===== src/rtl/jdc_pkg.sv =====
package jdc_pkg;
  localparam int unsigned RING_W    = 5;
  localparam int unsigned N_STATES  = 2 * RING_W;
  localparam int unsigned N_LINES   = 2;
  localparam int unsigned LINE_RISE = 0;
  localparam int unsigned LINE_FALL = 1;

  typedef logic [RING_W-1:0]   ring_t;
  typedef logic [N_STATES-1:0] onehot_t;

  // Twisted-ring step. The second stage carries a guard term: it loads a
  // one only when stage 1 is already set or the last stage is clear.
  // Legal codes never see the difference, and illegal ones are squeezed
  // back into the ten-state loop.
  function automatic ring_t ring_next(input ring_t r);
    ring_t n;
    n[0] = ~r[RING_W-1];
    n[1] = r[0] & (r[1] | ~r[RING_W-1]);
    for (int i = 2; i < RING_W; i++) begin
      n[i] = r[i-1];
    end
    return n;
  endfunction
endpackage


===== src/rtl/jdc_sync_edge.sv =====
module jdc_sync_edge #(
  parameter int unsigned LINES       = 2,
  parameter int unsigned SYNC_STAGES = 2
) (
  input  logic             clk,
  input  logic [LINES-1:0] raw,
  output logic [LINES-1:0] cur,
  output logic [LINES-1:0] prv
);
  localparam int unsigned TOP = SYNC_STAGES - 1;

  for (genvar g = 0; g < LINES; g++) begin : g_line
    logic [SYNC_STAGES-1:0] chain;
    logic                   hist;

    always_ff @(posedge clk) begin
      chain <= {chain[TOP-1:0], raw[g]};
      hist  <= chain[TOP];
    end

    assign cur[g] = chain[TOP];
    assign prv[g] = hist;
  end
endmodule


===== src/rtl/jdc_ring.sv =====
module jdc_ring
  import jdc_pkg::*;
#(
  parameter int unsigned RELEASE_LEN = 3
) (
  input  logic  clk,
  input  logic  mreset,
  input  logic  adv,
  input  logic  ld_en,
  input  ring_t ld_val,
  output ring_t ring
);
  logic [RELEASE_LEN-1:0] rel;
  logic                   hold;

  // The hold is set at once by reset and falls RELEASE_LEN edges later.
  always_ff @(posedge clk or posedge mreset) begin
    if (mreset) rel <= '1;
    else        rel <= {rel[RELEASE_LEN-2:0], 1'b0};
  end

  assign hold = rel[RELEASE_LEN-1];

  always_ff @(posedge clk or posedge mreset) begin
    if (mreset)     ring <= '0;
    else if (hold)  ring <= '0;
    else if (ld_en) ring <= ld_val;
    else if (adv)   ring <= ring_next(ring);
  end
endmodule


===== src/rtl/jdc_decode.sv =====
module jdc_decode
  import jdc_pkg::*;
(
  input  ring_t   ring,
  output onehot_t dec
);
  for (genvar k = 0; k < N_STATES; k++) begin : g_state
    if (k == 0) begin : g_zero
      assign dec[k] = ~ring[0] & ~ring[RING_W-1];
    end else if (k < RING_W) begin : g_fill
      assign dec[k] = ring[k-1] & ~ring[k];
    end else if (k == RING_W) begin : g_full
      assign dec[k] = ring[RING_W-1] & ring[0];
    end else begin : g_drain
      assign dec[k] = ~ring[k-RING_W-1] & ring[k-RING_W];
    end
  end
endmodule


===== src/rtl/johnson_decade_ctr.sv =====
module johnson_decade_ctr
  import jdc_pkg::*;
#(
  parameter int unsigned SYNC_STAGES = 2,
  parameter int unsigned RELEASE_LEN = 3
) (
  input  logic              clk,
  input  logic              mreset,
  input  logic              trig_rise,
  input  logic              trig_fall_n,
  input  logic              test_ld,
  input  logic [RING_W-1:0] test_code,
  output logic [N_STATES-1:0] dec_q,
  output logic              carry_n
);
  logic [N_LINES-1:0] raw, cur, prv;
  logic               rise_ev, fall_ev, adv;
  ring_t              ring;

  assign raw[LINE_RISE] = trig_rise;
  assign raw[LINE_FALL] = trig_fall_n;

  jdc_sync_edge #(
    .LINES      (N_LINES),
    .SYNC_STAGES(SYNC_STAGES)
  ) u_sync (
    .clk(clk),
    .raw(raw),
    .cur(cur),
    .prv(prv)
  );

  // Each line is gated by the current synchronized level of the other line.
  assign rise_ev = cur[LINE_RISE] & ~prv[LINE_RISE] & ~cur[LINE_FALL];
  assign fall_ev = ~cur[LINE_FALL] & prv[LINE_FALL] & cur[LINE_RISE];
  assign adv     = rise_ev | fall_ev;

  jdc_ring #(
    .RELEASE_LEN(RELEASE_LEN)
  ) u_ring (
    .clk   (clk),
    .mreset(mreset),
    .adv   (adv),
    .ld_en (test_ld),
    .ld_val(test_code),
    .ring  (ring)
  );

  jdc_decode u_dec (
    .ring(ring),
    .dec (dec_q)
  );

  assign carry_n = ~ring[RING_W-1];
endmodule


===== config.mk =====
export PLATFORM = sky130hd
export DESIGN_NAME = johnson_decade_ctr
export DESIGN_NICKNAME = d
export VERILOG_FILES = /design/src/rtl/jdc_pkg.sv /design/src/rtl/jdc_sync_edge.sv /design/src/rtl/jdc_ring.sv /design/src/rtl/jdc_decode.sv /design/src/rtl/johnson_decade_ctr.sv
export SDC_FILE = /design/constraint.sdc
export NUM_CORES = 1
export LEC_CHECK = 0
export ABC_AREA = 1
export BUFFER_PORTS_ARGS = -buffer_cell sky130_fd_sc_hd__buf_4
export CELL_PAD_IN_SITES_DETAIL_PLACEMENT = 1
export CELL_PAD_IN_SITES_GLOBAL_PLACEMENT = 1
export CORE_MARGIN = 4
export CORE_UTILIZATION = 30
export CTS_CLUSTER_DIAMETER = 50
export DETAILED_ROUTE_END_ITERATION = 8
export GPL_ROUTABILITY_DRIVEN = 0
export GPL_TIMING_DRIVEN = 1
export PLACE_DENSITY_LB_ADDON = 0.1
export SYNTH_ARGS = -nofsm -noshare
export SYNTH_HDL_FRONTEND = slang
export SYNTH_SLANG_ARGS = --single-unit

===== constraint.sdc =====
create_clock -name clk -period 0.9 [get_ports clk]
set_input_delay 0.27 -clock clk [delete_from_list [all_inputs] [get_ports clk]]
set_output_delay 0.27 -clock clk [all_outputs]
set_load 0.005 [all_outputs]

==> results of run 1 <==
-- area by class of cell --
class / count / area (um^2) / area share (%)
flip-flops and latches: 14 / 329 / 34.2
multi-input cells: 46 / 263 / 27.3
repair buffers: 31 / 250 / 26.0
inverters: 13 / 51.3 / 5.34
clock buffers: 4 / 36.3 / 3.78
well taps: 25 / 31.3 / 3.26
-- cell usage in the layout (no fill, tap or decap), drive strengths merged --
cell type / instances
clkbuf: 4
clkinv: 1
dfrtp: 5
dfxtp: 6
o21ai: 3
conb: 1
inv: 12
dlygate4sd3: 1
nor2: 14
dfstp: 3
nand2: 22
buf: 30
nand3: 6
-- worst max-delay path: stages, from the launching register on --
cell     delay [ns]
dfrtp_2        0.45
inv_2          0.07
nor2_1         0.11
buf_4          0.12
-- registers in the layout, indices dropped and copies added (netlist names) --
register	flops
u_ring.rel	3
u_sync.g_line.chain	4
u_sync.g_line.hist	2
u_ring.ring	5
-- kinds of logic after synthesis --
group | share of synthesized area, %
buf+inv | 9.96
simple gates | 33.2
other cells | 0.622
compound gates | 2.49
flops | 53.7
-- stage by stage --
stage               TNS, ns  util [%]  hold slack [ns]  power (mW)
detailed placement    -1.15      45.5            0.249       0.991
finish                -4.53      52.8           0.0881        1.50
global placement      -1.08      45.5            0.245       0.986
global route          -5.55      52.8           0.0599        1.61
CTS                   -4.57      50.7           0.0806        1.49
floorplan            -0.236         -           0.0835       0.840
-- what timing repair did --
| action | CTS | global route |
|---|---|---|
| pin swaps | 6 | 4 |
| resized for setup | 6 | 13 |
| gates cloned | 1 | 0 |
| endpoints found under the hold margin | 5 | 0 |
| endpoints found under the setup margin | 16 | 16 |
| hold buffers | 1 | 0 |
| setup buffers | 4 | 2 |
-- worst max path at each step --
stage	start	endpoint	slack [ns]	cells past startpoint
after floorplan	u_ring.rel[2]	u_ring.ring[0]	-0.06	5
after global placement	u_ring.rel[2]	u_ring.ring[4]	-0.12	5
after detailed placement	u_ring.rel[2]	u_ring.ring[3]	-0.12	5
after CTS	u_ring.ring[2]	dec_q[3]	-0.40	3
after global routing	u_ring.ring[4]	dec_q[9]	-0.44	3
final	u_ring.ring[2]	dec_q[3]	-0.39	3
-- power groups by stage --
stage	logic, mW	registers [mW]	clock network (mW)
after global placement	0.261	0.724	0
after floorplan	0.126	0.714	0
after CTS	0.303	0.714	0.468
after detailed placement	0.264	0.727	0
after global routing	0.363	0.726	0.516
final	0.326	0.719	0.456
-- layer usage --
layer / share of wire [%] / global-route usage [%]
met1: 46 / 17.4
met2: 49 / 22.5
met3: 4.1 / 4.56
met4: 0.89 / 5.11
met5: 0 / 0
==> impl_metrics.tcl, run 1 <==
set metrics [dict create \
    grt_pass1_vias 583 \
    layout-drive-gt1-share_pct 63.9 \
    maxCapViolations 0 \
    async_reset_ff_share_pct 57.1 \
    switching_share_pct 26.7 \
    routed_wl_um 1680 \
    cts_buffers 3 \
    avgSynthCellArea_um2 8.26 \
    violations "setup timing" \
    p_sw_uw 401 \
    fmax_mhz 777 \
    die_y_um 52.8 \
    clockBufferDepth 2 \
    reg2reg_from "u_ring.ring[4]" \
    finalHoldViolCount 0 \
    end_kind "output pin" \
    rows 15 \
    power_frac_comb_pct 21.7 \
    drt-initial-drc-count 3 \
    rsz0062_at_grt "yes" \
    pre_cts_ws_ns -0.123 \
    placed_area_um2 828 \
    syn_inst 73 \
    die_area_um2 2790 \
    final_cell_count_no_fill 133 \
    hp-class "primary input to register" \
    min_path_cells 1 \
    ir_drop_v 0.00110 \
    p_clk_share_pct 30.4 \
    vias_per_cell 4.29 \
    ff2ff_path_depth 8 \
    skew_ns 0.00124 \
    grt-ovfl-total 0 \
    initial_core_util_pct 33.1 \
    r2r_setup_slack_ns -0.25 \
    place_inst 122 \
    clkTransAtPathRegs_ns 0.09 \
    crit_required_ns 0.63 \
    clock_latency_ns 0.28 \
    r2r_end "u_ring.ring[1]" \
    worstHoldStart "trig_rise" \
    synth.distinct_cells 17 \
    post-synth-top-count-cell "nand2_1" \
    synth_top_area_share_pct 20.7 \
    port_buffers 20 \
    final_max_slew_viol_count 0 \
    nets 119 \
    drc_errors 0 \
    chipWidth_um 52.8 \
    area_delta_synth_final_pct 59.3 \
    p_leak_nw 0.497 \
    dp_hpwl_um 1200 \
    ant_nets 0 \
    powerDensity_nw_per_um2 1560 \
    synthTopCellsByCount "18 x nand2_1, 11 x nor2_1, 6 x dfxtp_1, 6 x inv_1, 6 x inv_2" \
    synth-edff-count 0 \
    grt_max_degree 9 \
    cts-root-buf "clkbuf_4" \
    worst_slack_ns -0.386 \
    cp.arrival_ns 1.02 \
    synth.area.top_cells "dfrtp_1 21%, dfxtp_1 20%, dfstp_2 13%" \
    synth_top_cell_by_area "dfrtp_1" \
    syn_area_um2 603 \
    hold_end "u_sync.g_line[0].chain[0]" \
    num_vias 570 \
    period_share_pct 143 \
    path_max_fanout 4 \
    antenna_found_initial 0 \
    cp-start-kind "register" \
    diodes 0 \
    status "finished with violations" \
    min_period_ns 1.29 \
    critical_path_class "register to output pin" \
    yosysSeqAreaShare_pct 53.7 \
    wl_per_cell_um 12.6 \
    track_usage_pct 14.1 \
    firstDrtPassIters 2 \
    n_fill_cell 234 \
    grt_pass1_wl_um 2710 \
    core_area_um2 1820 \
    p_int_mw 1.10 \
    cts_tree "done" \
    io_pins 21 \
    setup_violations 16 \
    clock_sinks 14 \
    synth_ff_type "dfxtp_1" \
    h-tree-depth 1 \
    ys_seq_elements 14 \
    final_cell_area_um2 961 \
    synth_warnings 0 \
    synth_nets 83 \
    power_frac_seq_pct 47.9 \
]
Note: power is estimated with default switching activity, not from simulation.
==> run 2, diff against run 1 <==
--- a/config.mk
+++ b/config.mk
@@ -10,7 +10,8 @@
 export CELL_PAD_IN_SITES_DETAIL_PLACEMENT = 1
 export CELL_PAD_IN_SITES_GLOBAL_PLACEMENT = 1
 export CORE_MARGIN = 4
-export CORE_UTILIZATION = 30
+export CORE_UTILIZATION = 32
+export CTS_BUF_LIST = sky130_fd_sc_hd__clkbuf_2 sky130_fd_sc_hd__clkbuf_4 sky130_fd_sc_hd__clkbuf_8
 export CTS_CLUSTER_DIAMETER = 50
 export DETAILED_ROUTE_END_ITERATION = 8
 export GPL_ROUTABILITY_DRIVEN = 0
==> run 2 against run 1 <==
The flow still finishes with violations (setup timing). Combinational power up 8.0%. Global-route usage up 1.3 points. Critical path type unchanged. Flip-flop and latch count did not move. Cell area increased by 3.4%. Non-clock buffer count is 3 higher. First-iteration DRC count up 67%.
==> impl_metrics.tcl, run 2 (synthesized netlist as in run 1, its figures left out) <==
set metrics [dict create \
    firstDrtPassIters 3 \
    largest_reg_flops 5 \
    setup_violations 16 \
    hold_end "u_sync.g_line[1].chain[0]" \
    violations "setup timing" \
    finalSetupTns_ns -4.58 \
    maxCapViolations 0 \
    ir_drop_v 0.00108 \
    h-tree-depth 1 \
    fmax_mhz 781 \
    port_buffers 20 \
    path_buf_inv 2 \
    max_stage_delay_ns 0.46 \
    clock_sinks 14 \
    area_delta_synth_final_pct 64.7 \
    die_y_um 51.4 \
    die_area_um2 2640 \
    nets 122 \
    cp_top_family "flip-flops" \
    status "finished with violations" \
    min_period_ns 1.28 \
    end_kind "output pin" \
    hold_ws_ns 0.0905 \
    grt_pass1_wl_um 2890 \
    p_leak_nw 0.509 \
    clockBufferDepth 2 \
    antenna_found_initial 0 \
    layout-drive-gt1-share_pct 68.5 \
    clock_latency_ns 0.28 \
    diodes 0 \
    final_cell_mix "29 x buf_4, 14 x nand2_1, 9 x nor2_2, 7 x nand2_2, 7 x inv_2" \
    r2r_end "u_ring.ring[1]" \
    worstHoldStart "trig_fall_n" \
    mostFrequentLayoutCell "buf_4" \
    critical_path_class "register to output pin" \
    grt-ovfl-total 0 \
    r2r_setup_slack_ns -0.22 \
    period_share_pct 142 \
    routed_wl_um 1770 \
    utilization_pct 56.3 \
    initial_core_util_pct 34.2 \
    chipWidth_um 51.4 \
    grt_max_degree 9 \
    cp.arrival_ns 1.01 \
    track_usage_pct 15.4 \
    cts-root-buf "clkbuf_4" \
    largest_registers "u_ring.ring x5, u_sync.g_line.chain x4, u_ring.rel x3" \
    cts_tree "done" \
    n_fill_cell 229 \
    min_path_cells 1 \
    drt-initial-drc-count 5 \
    dp_hpwl_um 1200 \
    regArea_um2 330 \
    finalHoldViolCount 0 \
    rsz0062_at_grt "yes" \
    wl_per_cell_um 13.0 \
    drc_errors 0 \
    io_pins 21 \
    grt_pass1_vias 649 \
    ant_nets 0 \
    skew_ns 0.00432 \
    path_max_fanout 4 \
    hp-class "primary input to register" \
    crit_required_ns 0.63 \
    num_vias 599 \
    multiInputGateArea_um2 272 \
    crit_slowest_cell "dfrtp_2" \
    cp-start-kind "register" \
    rows 15 \
    worst_slack_ns -0.380 \
    cp_cell_sequence "inv_2 -> nor2_2 -> buf_4" \
    core_area_um2 1760 \
    clkTransAtPathRegs_ns 0.09 \
    powerDensity_nw_per_um2 1540 \
    cts_buffers 3 \
    pre_cts_ws_ns -0.120 \
    ff2ff_path_depth 8 \
    regMostFlops "u_ring.ring" \
    vias_per_cell 4.40 \
    reg2reg_from "u_ring.ring[1]" \
    final_max_slew_viol_count 0 \
]
-- run 2: per-layer routing --
metal	routed length, um	GRT usage [%]	vias up
li1	-	-	293
met1	722	17.5	288
met2	928	25.8	14
met3	89	5.83	4
met4	34	5.68	0
met5	0	0	-
-- run 2: through the flow --
stage | power [mW] | instance area, um^2 | instances
finish | 1.53 | 993 | 136
global route | 1.63 | 993 | 136
CTS | 1.51 | 938 | 133
detailed placement | 1.00 | 836 | 123
global placement | 0.992 | 836 | 123
floorplan | 0.840 | 621 | 73
-- run 2: worst max-delay path by stage --
stage | startpoint | to | slack (ns) | cells past startpoint
2_1_floorplan | u_ring.rel[2] | u_ring.ring[0] | -0.06 | 5
3_3_place_gp | u_ring.ring[2] | dec_q[3] | -0.11 | 3
3_5_place_dp | u_ring.rel[2] | u_ring.ring[0] | -0.12 | 5
4_1_cts | u_ring.ring[0] | dec_q[1] | -0.38 | 3
5_1_grt | u_ring.ring[1] | dec_q[2] | -0.45 | 3
6_report | u_ring.ring[2] | dec_q[3] | -0.38 | 3
-- run 2: what timing repair did --
action / CTS / global route
resized for setup: 8 / 16
setup endpoints to repair: 16 / 16
hold buffers: 1 / 0
buffers inserted: 4 / 4
pin swaps: 8 / 8
hold endpoints to repair: 5 / 0
cloned: 1 / 0
-- run 2: power breakdown --
group / total (mW) / internal [mW] / switching, mW
logic: 0.352 / 0.195 / 0.157
clock network: 0.457 / 0.246 / 0.211
registers: 0.722 / 0.675 / 0.0470
total: 1.53 / 1.12 / 0.415
-- run 2: cell type report --
class | instances | area share (%)
Tap cell | 25 | 3.15
Multi-Input combinational cell | 46 | 27.3
Inverter | 13 | 5.16
Timing Repair Buffer | 34 | 27.5
Clock buffer | 4 | 3.65
Sequential cell | 14 | 33.2
